### config.mk
export PLATFORM = sky130hd
export DESIGN_NAME = keyvault_ctrl
export DESIGN_NICKNAME = d
export VERILOG_FILES = /design/src/rtl/kv_pkg.sv /design/src/rtl/kv_nv_store.sv /design/src/rtl/kv_load_ctrl.sv /design/src/rtl/kv_access_guard.sv /design/src/rtl/kv_key_gate.sv /design/src/rtl/keyvault_ctrl.sv
export SDC_FILE = /design/constraint.sdc
export NUM_CORES = 1
export LEC_CHECK = 0
export ABC_AREA = 1
export ABC_CLOCK_PERIOD_IN_PS = 1130
export BUFFER_PORTS_ARGS = -buffer_cell sky130_fd_sc_hd__buf_2
export CAP_MARGIN = 10
export CORE_AREA = 2 2 350 352
export CTS_CLUSTER_DIAMETER = 40
export DETAILED_ROUTE_END_ITERATION = 8
export DIE_AREA = 0 0 352 354
export PLACE_DENSITY_LB_ADDON = 0.2
export SLEW_MARGIN = 10
export SYNTH_ARGS = -nofsm -noshare
export SYNTH_HDL_FRONTEND = slang
export SYNTH_SLANG_ARGS = --single-unit
### constraint.sdc
create_clock -name clk -period 1.13 [get_ports clk]
set_input_delay 0.1695 -clock clk [delete_from_list [all_inputs] [get_ports clk]]
set_output_delay 0.1695 -clock clk [all_outputs]
set_load 0.005 [all_outputs]
### src/rtl/kv_pkg.sv
package kv_pkg;

   typedef enum logic {
      KSEL_FIXED  = 1'b0,
      KSEL_DEVICE = 1'b1
   } key_sel_e;

   // request kinds guarded by the lock; index order is fixed
   localparam int unsigned ACC_READBACK = 0;
   localparam int unsigned ACC_PARTIAL  = 1;
   localparam int unsigned ACC_KINDS    = 2;

   typedef struct packed {
      logic [ACC_KINDS-1:0] ack;
      logic                 err;
   } acc_resp_t;

   function automatic key_sel_e to_sel(input logic use_dev);
      return use_dev ? KSEL_DEVICE : KSEL_FIXED;
   endfunction

endpackage

### src/rtl/kv_nv_store.sv
module kv_nv_store #(
   parameter int unsigned      KEY_W    = 256,
   parameter logic [KEY_W-1:0] INIT_KEY = '0
) (
   input  logic             clk,
   input  logic             rst_n,
   input  logic             ext_we,
   input  logic [KEY_W-1:0] ext_d,
   input  logic             usr_we,
   input  logic [KEY_W-1:0] usr_d,
   output logic [KEY_W-1:0] key_o,
   output logic             collide_o
);

   // storage is outside the reset domain: it models a nonvolatile cell
   logic [KEY_W-1:0] key_q = INIT_KEY;
   logic             collide_q;
   logic             any_we;
   logic [KEY_W-1:0] wr_data;

   // external path has priority over the user path
   always_comb begin
      any_we  = ext_we | usr_we;
      wr_data = ext_we ? ext_d : usr_d;
   end

   always_ff @(posedge clk) begin
      if (any_we) key_q <= wr_data;
   end

   always_ff @(posedge clk or negedge rst_n) begin
      if (!rst_n) collide_q <= 1'b0;
      else        collide_q <= ext_we & usr_we;
   end

   assign key_o     = key_q;
   assign collide_o = collide_q;

endmodule

### src/rtl/kv_load_ctrl.sv
module kv_load_ctrl
   import kv_pkg::*;
(
   input  logic     clk,
   input  logic     rst_n,
   input  logic     start,
   input  logic     encrypted,
   input  logic     use_dev,
   output key_sel_e sel_o,
   output logic     locked_o,
   output logic     lock_now_o
);

   key_sel_e sel_q;
   logic     lock_q;
   logic     enc_start;

   assign enc_start = start & encrypted;

   always_ff @(posedge clk or negedge rst_n) begin
      if (!rst_n) begin
         sel_q  <= KSEL_FIXED;
         lock_q <= 1'b0;
      end else begin
         if (start)     sel_q  <= to_sel(use_dev);
         if (enc_start) lock_q <= 1'b1;
      end
   end

   assign sel_o      = sel_q;
   assign locked_o   = lock_q;
   // lock seen by requests at this edge, including a load starting now
   assign lock_now_o = lock_q | enc_start;

endmodule

### src/rtl/kv_access_guard.sv
module kv_access_guard
   import kv_pkg::*;
#(
   parameter int unsigned KINDS = ACC_KINDS
) (
   input  logic             clk,
   input  logic             rst_n,
   input  logic [KINDS-1:0] req,
   input  logic             lock,
   output logic [KINDS-1:0] ack_o,
   output logic             err_o
);

   logic [KINDS-1:0] ack_q;
   logic             err_q;

   for (genvar k = 0; k < KINDS; k++) begin : g_kind
      always_ff @(posedge clk or negedge rst_n) begin
         if (!rst_n) ack_q[k] <= 1'b0;
         else        ack_q[k] <= req[k] & ~lock;
      end
   end

   always_ff @(posedge clk or negedge rst_n) begin
      if (!rst_n) err_q <= 1'b0;
      else        err_q <= (|req) & lock;
   end

   assign ack_o = ack_q;
   assign err_o = err_q;

endmodule

### src/rtl/kv_key_gate.sv
module kv_key_gate
   import kv_pkg::*;
#(
   parameter int unsigned KEY_W  = 256,
   parameter int unsigned LANE_W = 32
) (
   input  logic             req,
   input  key_sel_e         sel,
   input  logic [KEY_W-1:0] fixed_key,
   input  logic [KEY_W-1:0] dev_key,
   output logic [KEY_W-1:0] key_o
);

   localparam int unsigned LANES = KEY_W / LANE_W;

   // each lane selects then gates, keeping fan-in per lane small
   for (genvar g = 0; g < LANES; g++) begin : g_lane
      logic [LANE_W-1:0] pick;
      always_comb begin
         pick = (sel == KSEL_DEVICE) ? dev_key[g*LANE_W +: LANE_W]
                                     : fixed_key[g*LANE_W +: LANE_W];
         key_o[g*LANE_W +: LANE_W] = req ? pick : '0;
      end
   end

endmodule

### src/rtl/keyvault_ctrl.sv
module keyvault_ctrl
   import kv_pkg::*;
#(
   parameter int unsigned      KEY_W        = 256,
   parameter int unsigned      ID_W         = 128,
   parameter int unsigned      LANE_W       = 32,
   parameter logic [KEY_W-1:0] FIXED_KEY    = {8{32'h5A3C_96E1}},
   parameter logic [KEY_W-1:0] DEV_KEY_INIT = '0,
   parameter logic [ID_W-1:0]  DEVICE_ID    = {4{32'h0D1C_E7A5}}
) (
   input  logic             clk,
   input  logic             rst_n,
   input  logic             ext_wr_en,
   input  logic [KEY_W-1:0] ext_wr_key,
   input  logic             usr_wr_en,
   input  logic [KEY_W-1:0] usr_wr_key,
   output logic             wr_collide,
   input  logic             load_start,
   input  logic             load_encrypted,
   input  logic             load_use_dev,
   output logic             enc_active,
   input  logic             eng_key_req,
   output logic [KEY_W-1:0] eng_key,
   input  logic             rb_req,
   input  logic             pr_req,
   output logic             rb_ack,
   output logic             pr_ack,
   output logic             acc_err,
   output logic [ID_W-1:0]  dev_id
);

   if (KEY_W == 0 || ID_W == 0) begin : g_bad_width
      $error("keyvault_ctrl: KEY_W and ID_W must be non-zero");
   end
   if (LANE_W == 0 || (KEY_W % LANE_W) != 0) begin : g_bad_lane
      $error("keyvault_ctrl: LANE_W must divide KEY_W");
   end

   logic [KEY_W-1:0]     nv_key;
   key_sel_e             sel;
   logic                 lock_now;
   logic [ACC_KINDS-1:0] acc_req;
   acc_resp_t            resp;

   kv_nv_store #(
      .KEY_W    (KEY_W),
      .INIT_KEY (DEV_KEY_INIT)
   ) store_i (
      .clk       (clk),
      .rst_n     (rst_n),
      .ext_we    (ext_wr_en),
      .ext_d     (ext_wr_key),
      .usr_we    (usr_wr_en),
      .usr_d     (usr_wr_key),
      .key_o     (nv_key),
      .collide_o (wr_collide)
   );

   kv_load_ctrl load_i (
      .clk        (clk),
      .rst_n      (rst_n),
      .start      (load_start),
      .encrypted  (load_encrypted),
      .use_dev    (load_use_dev),
      .sel_o      (sel),
      .locked_o   (enc_active),
      .lock_now_o (lock_now)
   );

   always_comb begin
      acc_req               = '0;
      acc_req[ACC_READBACK] = rb_req;
      acc_req[ACC_PARTIAL]  = pr_req;
   end

   kv_access_guard #(
      .KINDS (ACC_KINDS)
   ) guard_i (
      .clk   (clk),
      .rst_n (rst_n),
      .req   (acc_req),
      .lock  (lock_now),
      .ack_o (resp.ack),
      .err_o (resp.err)
   );

   assign rb_ack  = resp.ack[ACC_READBACK];
   assign pr_ack  = resp.ack[ACC_PARTIAL];
   assign acc_err = resp.err;

   kv_key_gate #(
      .KEY_W  (KEY_W),
      .LANE_W (LANE_W)
   ) gate_i (
      .req       (eng_key_req),
      .sel       (sel),
      .fixed_key (FIXED_KEY),
      .dev_key   (nv_key),
      .key_o     (eng_key)
   );

   assign dev_id = DEVICE_ID;

endmodule

**Word-level counts from Yosys, hierarchy flattened**

Index checks and enable logic that the tools add are counted.

- Mux-type cells: 18
- Bitwise gates (word level): 8
- Reduce and logical (&&, ||, !) cells: 1

Operators with widths:

| kind | number |
|---|---|
| 32-bit 2-to-1 mux | 16 |
| 256-bit 2-to-1 mux | 1 |
| 1-bit AND | 5 |
| 1-bit bitwise OR | 2 |
| 2-bit OR reduction | 1 |
| 1-bit 2-to-1 mux | 1 |
| 1-bit NOT | 1 |

- Register bits: 262
- Bits of input ports: 522
- Output and inout port bits: 389
- Word-level logic and storage cells: 34

**Longest topological paths before layout**

- Depth in word-level cells: 4
- Depth in mapped cells: 6
- Depth with buffers taken out: 3

**Modules after synthesis**

Synthesis repeated with hierarchy kept, for this count alone.

- Cell total of the unflattened synthesis: 2601
- Area, all modules: 17629.4 µm²

By module, submodules not included:

| module | instances | cells each | area an instance (µm²) | seq. area each (µm²) |
|---|---|---|---|---|
| kv_nv_store | 1 | 1086 | 10980.5 | 7712.4 |
| kv_key_gate | 1 | 1365 | 5499.0 | 0.0 |
| keyvault_ctrl | 1 | 130 | 968.4 | 0.0 |
| kv_access_guard | 1 | 10 | 101.3 | 75.1 |
| kv_load_ctrl | 1 | 10 | 80.1 | 50.0 |

**Worst setup path after synthesis**

OpenSTA, ideal clock, no wires.

- Path kind: input to register
- From: in ext_wr_en
- To: reg store_i.key_q[0] (netlist: store_i.key_o[0]) (enable)
- Setup time: 511 ps
- Data arrival time: 3538 ps
- Data required time: 619 ps
- Path slack: -2919 ps
- Cell stages on the path: 3
- Path buffers: 2
- Path through: buf_4 -> buf_4 -> or2_2

- Cells in the longest elaborated chain, start to end: 1

RTL lines:

| item | line | source |
|---|---|---|
| start: declaration | keyvault_ctrl.sv:13 | `input logic ext_wr_en,` |
| 1-bit bitwise OR | kv_nv_store.sv:23 | `any_we = ext_we \| usr_we;` |
| via store_i.any_we | kv_nv_store.sv:18 | `logic any_we;` |
| end signal: assignment | kv_nv_store.sv:28 | `if (any_we) key_q <= wr_data;` |
| end: declaration | kv_nv_store.sv:16 | `logic [KEY_W-1:0] key_q = INIT_KEY;` |

The timed path passes the listed nets, and every way through them passes these cells.
A chain may end at the register's enable or synchronous reset.

**Final worst setup path**

- From: reg load_i.sel_q (netlist: load_i.sel_o)
- To: out eng_key[64]

- Cells in the longest elaborated chain, start to end: 2

RTL lines:

| item | line | source |
|---|---|---|
| start: declaration | kv_load_ctrl.sv:14 | `key_sel_e sel_q;` |
| start signal: assignment | kv_load_ctrl.sv:25 | `if (start) sel_q <= to_sel(use_dev);` |
| 32-bit 2-to-1 mux | kv_key_gate.sv:20 | `pick = (sel == KSEL_DEVICE) ? dev_key[g*LANE_W +: LANE_W]` |
| 32-bit 2-to-1 mux | kv_key_gate.sv:22 | `key_o[g*LANE_W +: LANE_W] = req ? pick : '0;` |
| end: declaration | keyvault_ctrl.sv:23 | `output logic [KEY_W-1:0] eng_key,` |

No other way between the ends.

==> results by group <==
STA
  • Crit share post-route: 180%
  • Worst Hold Slack: 0.119 ns
  • Period minus WS final: 2.03 ns
  • Unrepaired setup endpoints after global routing: yes
  • Sum Neg Setup Slack: -206.51 ns
  • Slew Limit Fails: 0
  • Setup WS post-layout: -0.903 ns
  • Endpoints failing hold: 0
  • Setup-failing EPs final: 276
  • Clk_skew: 0.00185 ns
  • Highest clock rate: 0.492 GHz

Routing
  • DR WL/cell: 15.0 um
  • Number of nets still failing antenna checks after routing: 0
  • Residual DRC count: 0
  • Via-to-Cell Ratio: 3.32
  • DRT iter0 DRCs: 590
  • Total number of vias: 16,400
  • First drt pass iteration count: 7
  • Wirelength, routed: 74,000 um

CTS
  • # clock sinks: 262
  • Clock Pin Slew Worst Setup and Hold Paths: 0.04 ns
  • CTS tree: built
  • CTS Buffer Depth: 3
  • Skew-Pair Late Insertion Delay: 0.60 ns
  • CTS root buffer: clkbuf_16
  • H-tree levels: 3
  • Total CTS buffers: 69

Outcome
  • Failing checks: negative setup slack
  • Status: finished with violations

Finish
  • Share of layout cells above drive strength 1: 36.9%
  • Nets@finish: 3,779
  • Area growth syn-to-layout: 108%
  • Fillers: 13,200
  • Final Core Density: 24.8%
  • Fin area: 0.0300 mm^2

Synthesis
  • Leading area contributor after synthesis: edfxtp_1
  • Post-Syn Area: 0.0144 mm^2
  • Seq/Total Area, Yosys: 54.5%
  • Yosys reg bits: 262
  • Top cell type's share of synthesized area: 53.5%
  • Synthesized netlist cell count: 1,789
  • Mapped Avg Cell Area: 8.03 um^2
  • Library cells used by synthesis: 14
  • Synth warn: 0
  • Largest cells by area after synthesis: edfxtp_1 (53%), nand2_1 (20%), nor2_1 (10%)

Global routing
  • Largest net degree at the start of global routing: 62
  • Antenna violations before repair: 4
  • Grt ovf: 0
  • Vias in the first global route: 17,000
  • All-layer global routing usage: 11.1%
  • Global-route wire length before repair: 103,000 um

Pwr
  • Power density over the cells: 1300 mW/mm^2
  • Peak supply drop: 0.958 mV
  • Leakage power total: 14.7 nW

Place
  • GPL Wtd Cong: 0.832
  • Placed Area: 0.0208 mm^2
  • Detailed Place HPWL: 54,000 um
  • Post-Place Setup Slack: -0.346 ns
  • Number of port buffers: 782

Critical path
  • Startpoint Class: register
  • Critical path class: reg2out
  • Data arrival time of the worst path: 1.86 ns
  • CP Max Fanout: 9
  • CP Capture Type: output pin
  • WP data required: 0.96 ns

Die
  • Initial cell density of the core: 11.9%
  • Row count: 128
  • Core ar.: 0.121 mm^2
  • Die Wd: 352 um
  • I/O pin count: 911
  • Die area: 0.125 mm^2
  • Chip height: 354 um

Hold path
  • Type of the worst min-delay path: in2reg

Flow run
  • Max-cap violation count: 0
## per-stage QoR
stage | total power, mW | instances
after CTS | 39.0 | 4924
after floorplan | 14.8 | 1915
after global routing | 40.9 | 4935
after detailed placement | 17.9 | 4263
after global placement | 18.0 | 4263
final | 38.9 | 4935
## state kept, by name, summed over array words and instances (netlist names)
name               flops
guard_i.ack_o          2
guard_i.err_o          1
load_i.locked_o        1
load_i.sel_o           1
store_i.collide_o      1
store_i.key_o        256
## worst max-delay path, cell delays in order, from the launching register on
cell and delay (ns):
dfrtp_2 0.45, clkinv_8 0.12, buf_12 0.16, buf_4 0.16, nor2_2 0.04, nor2_1 0.15
buf_2 0.14
## cells in the final DEF (no fill, tap or decap)
master          netlist  final
nor2_1              387    243
dfrtp_1               6      5
nor2_4                0     87
dlymetal6s4s_1        0      1
edfxtp_1            256    256
clkinv_1              0     13
inv_6                 0      2
or2_4                 0      1
buf_2                52    750
dfrtp_2               0      1
buf_12                0     40
clkbuf_16             0     75
clkinv_16             0      4
clkbuf_1              4      9
bufinv_16             0      5
buf_16                0      3
dlygate4sd3_1         0    529
buf_6                23     57
clkinv_8              0      3
nand2_2               0      4
diode_2               0      2
nand2_1             773    768
buf_4               148    102
inv_8                 0      1
o21ai_0               1      1
a21oi_1               1      1
clkinvlp_4            0      6
conb_1                2    128
nor2_2                0     57
clkinv_2              0     13
buf_8                 0     10
nand2_4               0      1
inv_1               134    132
## cells in the mapped netlist, drive strengths merged
| library cell | count |
|---|---|
| nor2 | 387 |
| a21oi | 1 |
| or2 | 1 |
| dfrtp | 6 |
| inv | 135 |
| edfxtp | 256 |
| buf | 223 |
| o21ai | 1 |
| conb | 2 |
| nand2 | 773 |
| clkbuf | 4 |
## power by group
group	internal, mW	total [mW]	switching [mW]
clock network	12.3	18.7	6.40
registers	11.9	12.4	0.426
logic	4.06	7.79	3.73
total	28.3	38.9	10.6
## routing by layer
layer  wire length [um]  vias to the layer above  GRT usage, %
li1                   -                     8161             -
met1              28300                     7421          11.8
met2              37500                      653          19.9
met3               4750                      160          3.17
met4               3390                        4          5.86
met5                 25                        -             0
## cell type report
class	count	area, um^2	share of cell area (%)
repair buffers	1498	11700	38.9
flip-flops and latches	262	7840	26.2
multi-input cells	1291	5670	18.9
well taps	1625	2030	6.79
clock buffers	78	1760	5.88
inverters	135	532	1.77
clock inverters	44	470	1.57
diodes	2	5.00	0.0167
## worst paths after layout
kind	slack [ns]	to	startpoint	cells past startpoint
setup / recovery	-0.90	eng_key[64]	load_i.sel_o$_DFFE_PN0P_	6
min in group asynchronous	0.55	store_i.collide_o$_DFF_PN0_	rst_n	3
setup reg to reg	-0.11	load_i.sel_o$_DFFE_PN0P_	load_i.sel_o$_DFFE_PN0P_	4
hold / removal	0.12	store_i.key_o[220]$_DFFE_PP_	usr_wr_en	3
hold reg to reg	0.53	load_i.locked_o$_DFFE_PN0P_	load_i.locked_o$_DFFE_PN0P_	2
max in group asynchronous	0.28	load_i.sel_o$_DFFE_PN0P_	rst_n	3
## timing repair
item / in CTS / in global routing
hold endpoints to repair: 268 / 21
buffers inserted: 7 / 5
pin swaps: 0 / 6
cloned: 2 / 6
hold buffers: 530 / 20
endpoints found under the setup margin: 261 / 297
gates resized for setup: 62 / 277
## cell families after synthesis
family / count (synthesis) / share of synthesized area (%)
other: 2 / 0.0523
DFF: 262 / 54.5
and+or+nand+nor: 1161 / 30.3
buffers and inverters: 362 / 15.0
AOI/OAI and AO/OA: 2 / 0.0696
(Power assumes the default switching activity.)
